### config.mk
export PLATFORM = sky130hd
export DESIGN_NAME = ow_byte_tx
export DESIGN_NICKNAME = d
export VERILOG_FILES = /design/src/rtl/ow_tx_pkg.sv /design/src/rtl/ow_slot_timer.sv /design/src/rtl/ow_bit_shifter.sv /design/src/rtl/ow_byte_tx.sv
export SDC_FILE = /design/constraint.sdc
export NUM_CORES = 1
export LEC_CHECK = 0
export ABC_AREA = 1
export CAP_MARGIN = 30
export CORE_UTILIZATION = 56
export DETAILED_ROUTE_END_ITERATION = 8
export PLACE_DENSITY = 0.84
export SKIP_LAST_GASP = 1
export SLEW_MARGIN = 5
export SYNTH_ARGS = -nofsm -noshare
export SYNTH_HDL_FRONTEND = slang
export SYNTH_SLANG_ARGS = --single-unit
export TNS_END_PERCENT = 20
### constraint.sdc
create_clock -name clk_i -period 2.2 [get_ports clk_i]
set_clock_uncertainty 0.2 [all_clocks]
set_input_delay 0.33 -clock clk_i [delete_from_list [all_inputs] [get_ports clk_i]]
set_output_delay 0.33 -clock clk_i [all_outputs]
set_load 0.02 [all_outputs]
### src/rtl/ow_tx_pkg.sv
package ow_tx_pkg;
  typedef enum logic [2:0] {
    ST_IDLE,
    ST_START,
    ST_HOLD,
    ST_RECOV,
    ST_DONE
  } ow_state_e;
endpackage

### src/rtl/ow_slot_timer.sv
module ow_slot_timer #(
  parameter int CNT_W = 16
) (
  input  logic             clk_i,
  input  logic             rst_ni,
  input  logic             load_i,
  input  logic [CNT_W-1:0] load_val_i,
  output logic             zero_o
);
  logic [CNT_W-1:0] cnt_q;

  always_ff @(posedge clk_i or negedge rst_ni) begin
    if (!rst_ni)            cnt_q <= '0;
    else if (load_i)        cnt_q <= load_val_i;
    else if (cnt_q != '0)   cnt_q <= cnt_q - 1'b1;
  end

  assign zero_o = (cnt_q == '0);

  // counter only moves downward unless reloaded
  p_count_down_r5: assert property (@(posedge clk_i) disable iff (!rst_ni)
    (!load_i && !zero_o) |=> (cnt_q < $past(cnt_q)));
endmodule

### src/rtl/ow_bit_shifter.sv
module ow_bit_shifter #(
  parameter int DATA_W = 8
) (
  input  logic              clk_i,
  input  logic              rst_ni,
  input  logic              load_i,
  input  logic              shift_i,
  input  logic [DATA_W-1:0] data_i,
  output logic              bit_o,
  output logic              last_o
);
  localparam int IDX_W = (DATA_W > 2) ? $clog2(DATA_W) : 1;

  logic [DATA_W-1:0] sr_q;
  logic [IDX_W-1:0]  idx_q;

  always_ff @(posedge clk_i or negedge rst_ni) begin
    if (!rst_ni) begin
      sr_q  <= '0;
      idx_q <= '0;
    end else if (load_i) begin
      sr_q  <= data_i;
      idx_q <= '0;
    end else if (shift_i) begin
      sr_q  <= sr_q >> 1;
      idx_q <= idx_q + 1'b1;
    end
  end

  assign bit_o  = sr_q[0];
  assign last_o = (idx_q == IDX_W'(DATA_W - 1));

  p_idx_range_r4: assert property (@(posedge clk_i) disable iff (!rst_ni)
    idx_q <= IDX_W'(DATA_W - 1));

  p_no_shift_past_last_r4: assert property (@(posedge clk_i) disable iff (!rst_ni)
    (shift_i && !load_i) |-> !last_o);
endmodule

### src/rtl/ow_byte_tx.sv
module ow_byte_tx
  import ow_tx_pkg::*;
#(
  parameter int CLK_FREQ_HZ = 125_000_000,
  parameter int DATA_W      = 8,
  parameter int START_US    = 10,
  parameter int HOLD_US     = 50,
  parameter int RECOV_US    = 2
) (
  input  logic              clk_i,
  input  logic              rst_ni,
  input  logic              start_i,
  input  logic [DATA_W-1:0] data_i,
  output logic              busy_o,
  output logic              done_o,
  output logic              drive_low_o
);
  localparam int CYC_US    = CLK_FREQ_HZ / 1_000_000;
  localparam int START_CYC = START_US * CYC_US;
  localparam int HOLD_CYC  = HOLD_US * CYC_US;
  localparam int RECOV_CYC = RECOV_US * CYC_US;
  localparam int MAX_A     = (START_CYC > HOLD_CYC) ? START_CYC : HOLD_CYC;
  localparam int MAX_CYC   = (MAX_A > RECOV_CYC) ? MAX_A : RECOV_CYC;
  localparam int CNT_W     = $clog2(MAX_CYC + 1);

  localparam logic [CNT_W-1:0] START_VAL = CNT_W'(START_CYC - 1);
  localparam logic [CNT_W-1:0] HOLD_VAL  = CNT_W'(HOLD_CYC - 1);
  localparam logic [CNT_W-1:0] RECOV_VAL = CNT_W'(RECOV_CYC - 1);

  ow_state_e        state_q, state_d;
  logic             tmr_load, tmr_zero;
  logic [CNT_W-1:0] tmr_val;
  logic             sh_load, sh_shift, tx_bit, tx_last;

  ow_slot_timer #(.CNT_W(CNT_W)) u_timer (
    .clk_i      (clk_i),
    .rst_ni     (rst_ni),
    .load_i     (tmr_load),
    .load_val_i (tmr_val),
    .zero_o     (tmr_zero)
  );

  ow_bit_shifter #(.DATA_W(DATA_W)) u_shift (
    .clk_i   (clk_i),
    .rst_ni  (rst_ni),
    .load_i  (sh_load),
    .shift_i (sh_shift),
    .data_i  (data_i),
    .bit_o   (tx_bit),
    .last_o  (tx_last)
  );

  always_comb begin
    state_d  = state_q;
    tmr_load = 1'b0;
    tmr_val  = '0;
    sh_load  = 1'b0;
    sh_shift = 1'b0;
    unique case (state_q)
      ST_IDLE: if (start_i) begin
        state_d  = ST_START;
        tmr_load = 1'b1;
        tmr_val  = START_VAL;
        sh_load  = 1'b1;
      end
      ST_START: if (tmr_zero) begin
        state_d  = ST_HOLD;
        tmr_load = 1'b1;
        tmr_val  = HOLD_VAL;
      end
      ST_HOLD: if (tmr_zero) begin
        state_d  = ST_RECOV;
        tmr_load = 1'b1;
        tmr_val  = RECOV_VAL;
      end
      ST_RECOV: if (tmr_zero) begin
        if (tx_last) begin
          state_d = ST_DONE;
        end else begin
          state_d  = ST_START;
          tmr_load = 1'b1;
          tmr_val  = START_VAL;
          sh_shift = 1'b1;
        end
      end
      ST_DONE: state_d = ST_IDLE;
      default: state_d = ST_IDLE;
    endcase
  end

  always_ff @(posedge clk_i or negedge rst_ni) begin
    if (!rst_ni) state_q <= ST_IDLE;
    else         state_q <= state_d;
  end

  assign busy_o      = (state_q != ST_IDLE);
  assign done_o      = (state_q == ST_DONE);
  // 1 bit releases the line during the data window
  assign drive_low_o = (state_q == ST_START) || ((state_q == ST_HOLD) && !tx_bit);

  p_done_pulse_r6: assert property (@(posedge clk_i) disable iff (!rst_ni)
    done_o |=> !done_o);

  p_done_after_last_r4: assert property (@(posedge clk_i) disable iff (!rst_ni)
    $rose(done_o) |-> $past(tx_last));

  p_slot_opens_low_r2: assert property (@(posedge clk_i) disable iff (!rst_ni)
    $rose(busy_o) |-> drive_low_o);

  p_busy_ignores_start_r7: assert property (@(posedge clk_i) disable iff (!rst_ni)
    (busy_o && !done_o && start_i) |=> busy_o);

  p_idle_released_r9: assert property (@(posedge clk_i) disable iff (!rst_ni)
    (!busy_o && !$past(busy_o)) |-> !drive_low_o);
endmodule

==> results by group, run 1 <==
Power and ir drop
  – Combinational Power Share: 3.7%
  – Clk pwr share: 30.1%
  – Reg power frac: 66.2%
  – Peak supply drop: 0.000395 V
  – Switching fraction of total power: 22.5%
  – Net switching power: 0.000169 W
  – P_int: 0.000581 W
  – Power density of the placed cells: 444 mW/mm2
  – Total design power: 0.000750 W
  – Leak: 0.821 nW

Floorplan
  – Chip height: 53.8 um
  – Initial Util: 60.0%
  – Full die area: 0.00289 mm2
  – I/O Pins: 14
  – Row cnt: 18
  – Core ar.: 0.00250 mm2
  – Die X-Extent: 53.8 um

Synth
  – Cell Area, Synth: 0.00150 mm2
  – Area contributors post-synth: dfrtp_1, nand2_1, nor2_1
  – Syn nets: 197
  – Yosys warning count: 0
  – Ys async rst share: 100%
  – Count leader, synth: nand2_1
  – Yosys cell types: 33
  – Mean Syn Cell Area: 8.20 um2
  – Top cell type's share of synthesized area: 45.0%
  – List of most frequent post-synthesis cells: nand2_1, dfrtp_1, nor2_1
  – Seq/Total Area, Yosys: 45.0%
  – Main synth FF type: dfrtp_1
  – EDFF count, synth: 0
  – Yosys top cell by area: dfrtp_1
  – Seq cells post-synth: 27
  – Synth Instances: 183

Global route
  – GR Util All Layers: 25.5%
  – Initial antenna violation count: 0
  – First-pass GRT wire length: 5260 um
  – Largest net degree at the start of global routing: 28
  – Gr ovfl total: 0
  – Number of global-route vias before repair: 1214

Placement
  – RD Place Congestion: 0.838
  – DP HPWL: 2300 um
  – Port bufs: 13
  – Dpl cell area: 0.00166 mm2

Route
  – Vias/cell: 5.34
  – Antenna-violating nets left: 0
  – Number of remaining DRC errors: 0
  – Routed WL: 3050 um
  – Total number of vias: 1228
  – Avg WL per Cell: 13.3 um
  – Detailed Routing Iterations Pass 1: 4
  – Initial detailed-routing violation count: 32

Timing
  – Min cycle time layout: 2.17 ns
  – Worst-margin pin slew: 0.335 ns
  – F_max: 0.462 GHz
  – Final setup fails: 0
  – Worst slew margin: 77.6%
  – RSZ-0062 raised after global routing: true
  – Max Slew Vio Count: 0
  – Hold slack: 0.136 ns
  – Final hold vios: 0
  – Final period util: 98.5%

Clock tree
  – TritonCTS Buffers: 3
  – Number of hold buffers added after cts: 0
  – Post-cts resize count: 1
  – Bufs on Longest Clock Path: 2
  – Root buffer cell: clkbuf_4
  – Max H-tree Level: 1
  – CTS tree: built
  – Setup Buffers After CTS: 0
  – Clock insertion delay at the later pin of the skew report: 0.33 ns
  – Worst-path clk slew: 0.15 ns
  – Sink Count: 27

Setup path
  – Crit start category: register
  – R2R Path Start: u_timer.cnt_q[0]
  – Data required, critical path: 1.67 ns
  – CP max-delay cell: clkdlybuf4s50_1
  – CP Buf/Inv Count: 1
  – Crit-path cells: nor3_1, clkdlybuf4s50_1
  – Critical path type: reg -> out
  – Critical Path AT: 1.64 ns
  – Worst setup EP type: output pin
  – Crit path launch: state_q[1]
  – Critical path's top delay family: buffers and inverters
  – CP max stage delay: 0.63 ns
  – Max FO, Critical Path: 6

Final layout
  – Core Util, Final: 67.7%
  – Layout area overhead: 12.8%
  – Final #Nets: 215
  – Share of layout cells above drive strength 1: 12.5%
  – Final instance area: 0.00169 mm2
  – Fill count: 208
  – Number of inserted diodes: 0

Outcome
  – Outcome: finished clean

Worst hold path
  – Worst min-delay path class: in -> async

Job
  – Max-cap check violation count: 0
-- registers in the layout (all words and copies together), names as in the netlist --
name           cells
u_timer.cnt_q     13
u_shift.sr_q       8
state_q            3
u_shift.idx_q      3
-- routing by layer --
| layer | up-vias | GRT usage [%] | routed length [um] |
|---|---|---|---|
| li1 | 621 | - | - |
| met5 | - | 0 | 0 |
| met4 | 0 | 7.89 | 36 |
| met1 | 574 | 32.3 | 1440 |
| met2 | 29 | 45.1 | 1470 |
| met3 | 4 | 2.54 | 102 |
-- cells in the final DEF, fill, tap and decap left out, types with 2 or more instances in the layout --
cell type	n
a21oi_1	2
buf_4	3
clkbuf_4	3
clkdlybuf4s50_1	11
dfrtp_1	27
ha_1	3
inv_1	17
inv_2	5
nand2_1	47
nand2_2	2
nand2_4	3
nand3_1	9
nand3b_1	2
nand4_1	4
nor2_1	22
nor2_2	3
nor3_1	3
o21ai_0	8
o21ai_1	3
o31ai_1	2
xnor2_1	3
xor2_1	3
-- logic make-up (layout without fill, tap and decap cells) --
| logic type | Yosys count | count (layout) | share of synthesized area [%] |
|---|---|---|---|
| and+or+nand+nor | 101 | 101 | 33.3 |
| DFF | 27 | 27 | 45.0 |
| buffers and inverters | 25 | 42 | 7.34 |
| AOI/OAI and AO/OA | 20 | 20 | 7.67 |
| xor gates and xnor gates | 6 | 6 | 3.50 |
| adders and majority gates | 3 | 3 | 2.50 |
| muxes | 1 | 1 | 0.667 |
-- power groups by stage --
stage          Combinational (W)  Clock [W]  Sequential, W
2_1_floorplan      0.00000000965          0       0.000506
3_3_place_gp           0.0000286          0       0.000506
3_5_place_dp           0.0000289          0       0.000506
4_1_cts                0.0000288   0.000226       0.000496
5_1_grt                0.0000320   0.000246       0.000497
6_report               0.0000278   0.000226       0.000496
-- final cells by class --
| class | count | area (um2) | area share, % |
|---|---|---|---|
| Multi-Input combinational cell | 131 | 714 | 42.2 |
| Sequential cell | 27 | 676 | 39.9 |
| Timing Repair Buffer | 16 | 154 | 9.10 |
| Inverter | 22 | 82.6 | 4.88 |
| Tap cell | 30 | 37.5 | 2.22 |
| Clock buffer | 3 | 22.5 | 1.33 |
| Clock inverter | 1 | 5.00 | 0.296 |
-- per-stage QoR --
step / TNS, ns / std cells / worst slack, ns
floorplan: 0 / 183 / 0.395
global placement: 0 / 226 / 0.242
detailed placement: 0 / 226 / 0.218
CTS: 0 / 230 / 0.0229
global route: -0.0334 / 230 / -0.0211
finish: 0 / 230 / 0.0332
-- final timing paths --
path	end	slack [ns]	depth (start not counted)
max in group asynchronous	u_timer.cnt_q[7]	1.41	2
min reg2reg	u_shift.idx_q[0]	0.30	1
min in group clk_i	u_shift.idx_q[0]	0.30	1
min	state_q[0]	0.14	2
max reg2reg	u_timer.cnt_q[5]	0.18	10
max	done_o	0.03	2
Power figures use the tool's default switching activity.
==> run 2, diff against run 1 <==
--- a/config.mk
+++ b/config.mk
@@ -9,7 +9,7 @@
 export CAP_MARGIN = 30
 export CORE_UTILIZATION = 56
 export DETAILED_ROUTE_END_ITERATION = 8
-export PLACE_DENSITY = 0.84
+export PLACE_DENSITY = 0.83
 export SKIP_LAST_GASP = 1
 export SLEW_MARGIN = 5
 export SYNTH_ARGS = -nofsm -noshare
==> results by group, run 2 (synthesized netlist as in run 1, its figures left out) <==
Setup path
  – Max FO, Critical Path: 6 (unchanged)
  – Critical Path AT: 1.58 ns (-0.06 ns)
  – R2R setup slack: 0.15 ns (-0.03 ns)
  – Crit path launch: state_q[1]
  – Critical path type: reg -> out
  – End of the critical path: busy_o
  – R2R Path Start: u_timer.cnt_q[0]
  – Crit start category: register
  – RR Endpoint: u_timer.cnt_q[12]
  – FF-to-FF path depth: 9 (-1)
  – Worst setup EP type: output pin
  – Data required, critical path: 1.67 ns (about the same)

Route
  – Total number of vias: 1242 (+1.1%)
  – Avg WL per Cell: 13.1 um (-1.2%)
  – Routed WL: 3010 um (-1.2%)
  – Detailed Routing Iterations Pass 1: 4 (unchanged)
  – Vias/cell: 5.40 (+1.1%)
  – Antenna-violating nets left: 0 (unchanged)
  – Uppermost layer routed: met4
  – Number of remaining DRC errors: 0 (unchanged)
  – Met2 routed WL: 1570 um (+6.6%)
  – Routed wl met3: 137 um (+34%)
  – M1 WL: 1290 um (-10%)
  – Initial detailed-routing violation count: 32 (unchanged)

Final layout
  – Commonest cells after routing, fill and taps aside: nand2_1, dfrtp_1, nor2_1
  – Max reg flops: 13 (unchanged)
  – Share of layout cells above drive strength 1: 12.5% (unchanged)
  – Top reg by flops: u_timer.cnt_q
  – Most common cell after layout, fill and taps aside: nand2_1
  – Layout area overhead: 12.8% (unchanged)
  – Final #Nets: 215 (unchanged)
  – Largest registers: u_timer.cnt_q: 13 flops, u_shift.sr_q: 8 flops
  – Number of inserted diodes: 0 (unchanged)

Timing
  – Max Slew Vio Count: 0 (unchanged)
  – Worst slew margin: 77.7% (about the same)
  – Min cycle time layout: 2.11 ns (-0.0585 ns)
  – Final hold vios: 0 (unchanged)
  – Worst-margin pin slew: 0.334 ns (-0.000939 ns)
  – Setup WS post-layout: 0.0917 ns (+0.0585 ns)
  – F_max: 0.474 GHz (+2.8%)
  – Final period util: 95.8% (-2.7 points)
  – RSZ-0062 raised after global routing: true
  – Final setup fails: 0 (unchanged)

Global route
  – Number of global-route vias before repair: 1215 (+0.082%)
  – GR Util All Layers: 25.0% (-0.55 points)
  – Largest net degree at the start of global routing: 28 (unchanged)
  – Gr ovfl total: 0 (unchanged)
  – Initial antenna violation count: 0 (unchanged)
  – First-pass GRT wire length: 5100 um (-3.1%)

Power and ir drop
  – Peak supply drop: 0.000410 V (+3.9%)
  – Reg power frac: 67.5% (+1.3 points)
  – Total design power: 0.000735 W (-2.1%)
  – P_int: 0.000581 W (about the same)
  – Power density of the placed cells: 434 mW/mm2 (-2.1%)
  – Switching fraction of total power: 20.9% (-1.6 points)
  – Leak: 0.840 nW (+2.3%)
  – Clk pwr share: 28.7% (-1.4 points)
  – Net switching power: 0.000154 W (-8.9%)
  – Combinational Power Share: 3.8% (about the same)

Floorplan
  – Initial Util: 60.0% (unchanged)
  – Core ar.: 0.00250 mm2 (unchanged)
  – Row cnt: 18 (unchanged)
  – Die X-Extent: 53.8 um (unchanged)
  – I/O Pins: 14 (unchanged)
  – Full die area: 0.00289 mm2 (unchanged)
  – Chip height: 53.8 um (unchanged)

Clock tree
  – CTS tree: built
  – Clock insertion delay at the later pin of the skew report: 0.32 ns (about the same)
  – Sink Count: 27 (unchanged)
  – Bufs on Longest Clock Path: 2 (unchanged)
  – Root buffer cell: clkbuf_4
  – TritonCTS Buffers: 3 (unchanged)
  – Max H-tree Level: 1 (unchanged)
  – Worst-path clk slew: 0.14 ns (about the same)

Placement
  – Port bufs: 13 (unchanged)
  – RD Place Congestion: 0.880 (+5.1%)
  – DP HPWL: 2380 um (+3.4%)
  – Setup WS pre-CTS: 0.172 ns (-0.0459 ns)

Outcome
  – Outcome: finished clean

Worst hold path
  – Worst min-delay path class: in -> async

Job
  – Max-cap check violation count: 0 (unchanged)
-- run 2: per-stage QoR --
stage	hold slack (ns)	instance area, um2	setup TNS, ns	util (%)	instances
final	0.162	1690	0	67.7	230
after global routing	0.184	1690	-0.108	67.7	230
after CTS	0.156	1690	0	67.6	230
after detailed placement	0.279	1660	0	66.5	226
after global placement	0.265	1660	0	66.5	226
after floorplan	-0.166	1500	0	-	183
-- run 2: how the worst min path moves through the flow --
stage                          start                to  slack (ns)  cells after the start
finish                        rst_ni        state_q[0]        0.16                      2
global route                  rst_ni  u_shift.idx_q[0]        0.18                      2
CTS                           rst_ni  u_shift.idx_q[0]        0.16                      2
detailed placement  u_shift.idx_q[1]  u_shift.idx_q[1]        0.28                      2
global placement    u_timer.cnt_q[0]  u_timer.cnt_q[0]        0.26                      2
floorplan                     rst_ni        state_q[0]       -0.17                      0
-- run 2: timing repair --
item / in CTS / in global routing
buffers inserted: 0 / 0
gates resized for setup: 1 / 1
hold buffers: 0 / 0
setup endpoints to repair: 1 / 6
-- run 2: layout make-up --
type | count | area (um2)
Timing Repair Buffer | 16 | 154
Tap cell | 30 | 37.5
Multi-Input combinational cell | 131 | 714
Fill cell | 207 | 808
Sequential cell | 27 | 676
Clock inverter | 1 | 5.00
Inverter | 22 | 82.6
Clock buffer | 3 | 22.5
-- run 2: critical path, stage by stage, from the launching register on --
cell and delay [ns]:
dfrtp_1 0.46, nor2_1 0.17, nand2_1 0.08, clkdlybuf4s50_1 0.54
-- run 2: metal layers --
layer	GRT usage (%)	up-vias
li1	-	617
met3	6.21	2
met4	5.70	0
met5	0	-
met2	44.9	28
met1	29.5	595
-- run 2: power groups by stage --
stage               clock, W  sequential [W]  combinational [W]
global route        0.000238        0.000497          0.0000316
finish              0.000211        0.000496          0.0000280
CTS                 0.000220        0.000496          0.0000289
floorplan                  0        0.000506      0.00000000965
detailed placement         0        0.000506          0.0000290
global placement           0        0.000506          0.0000285
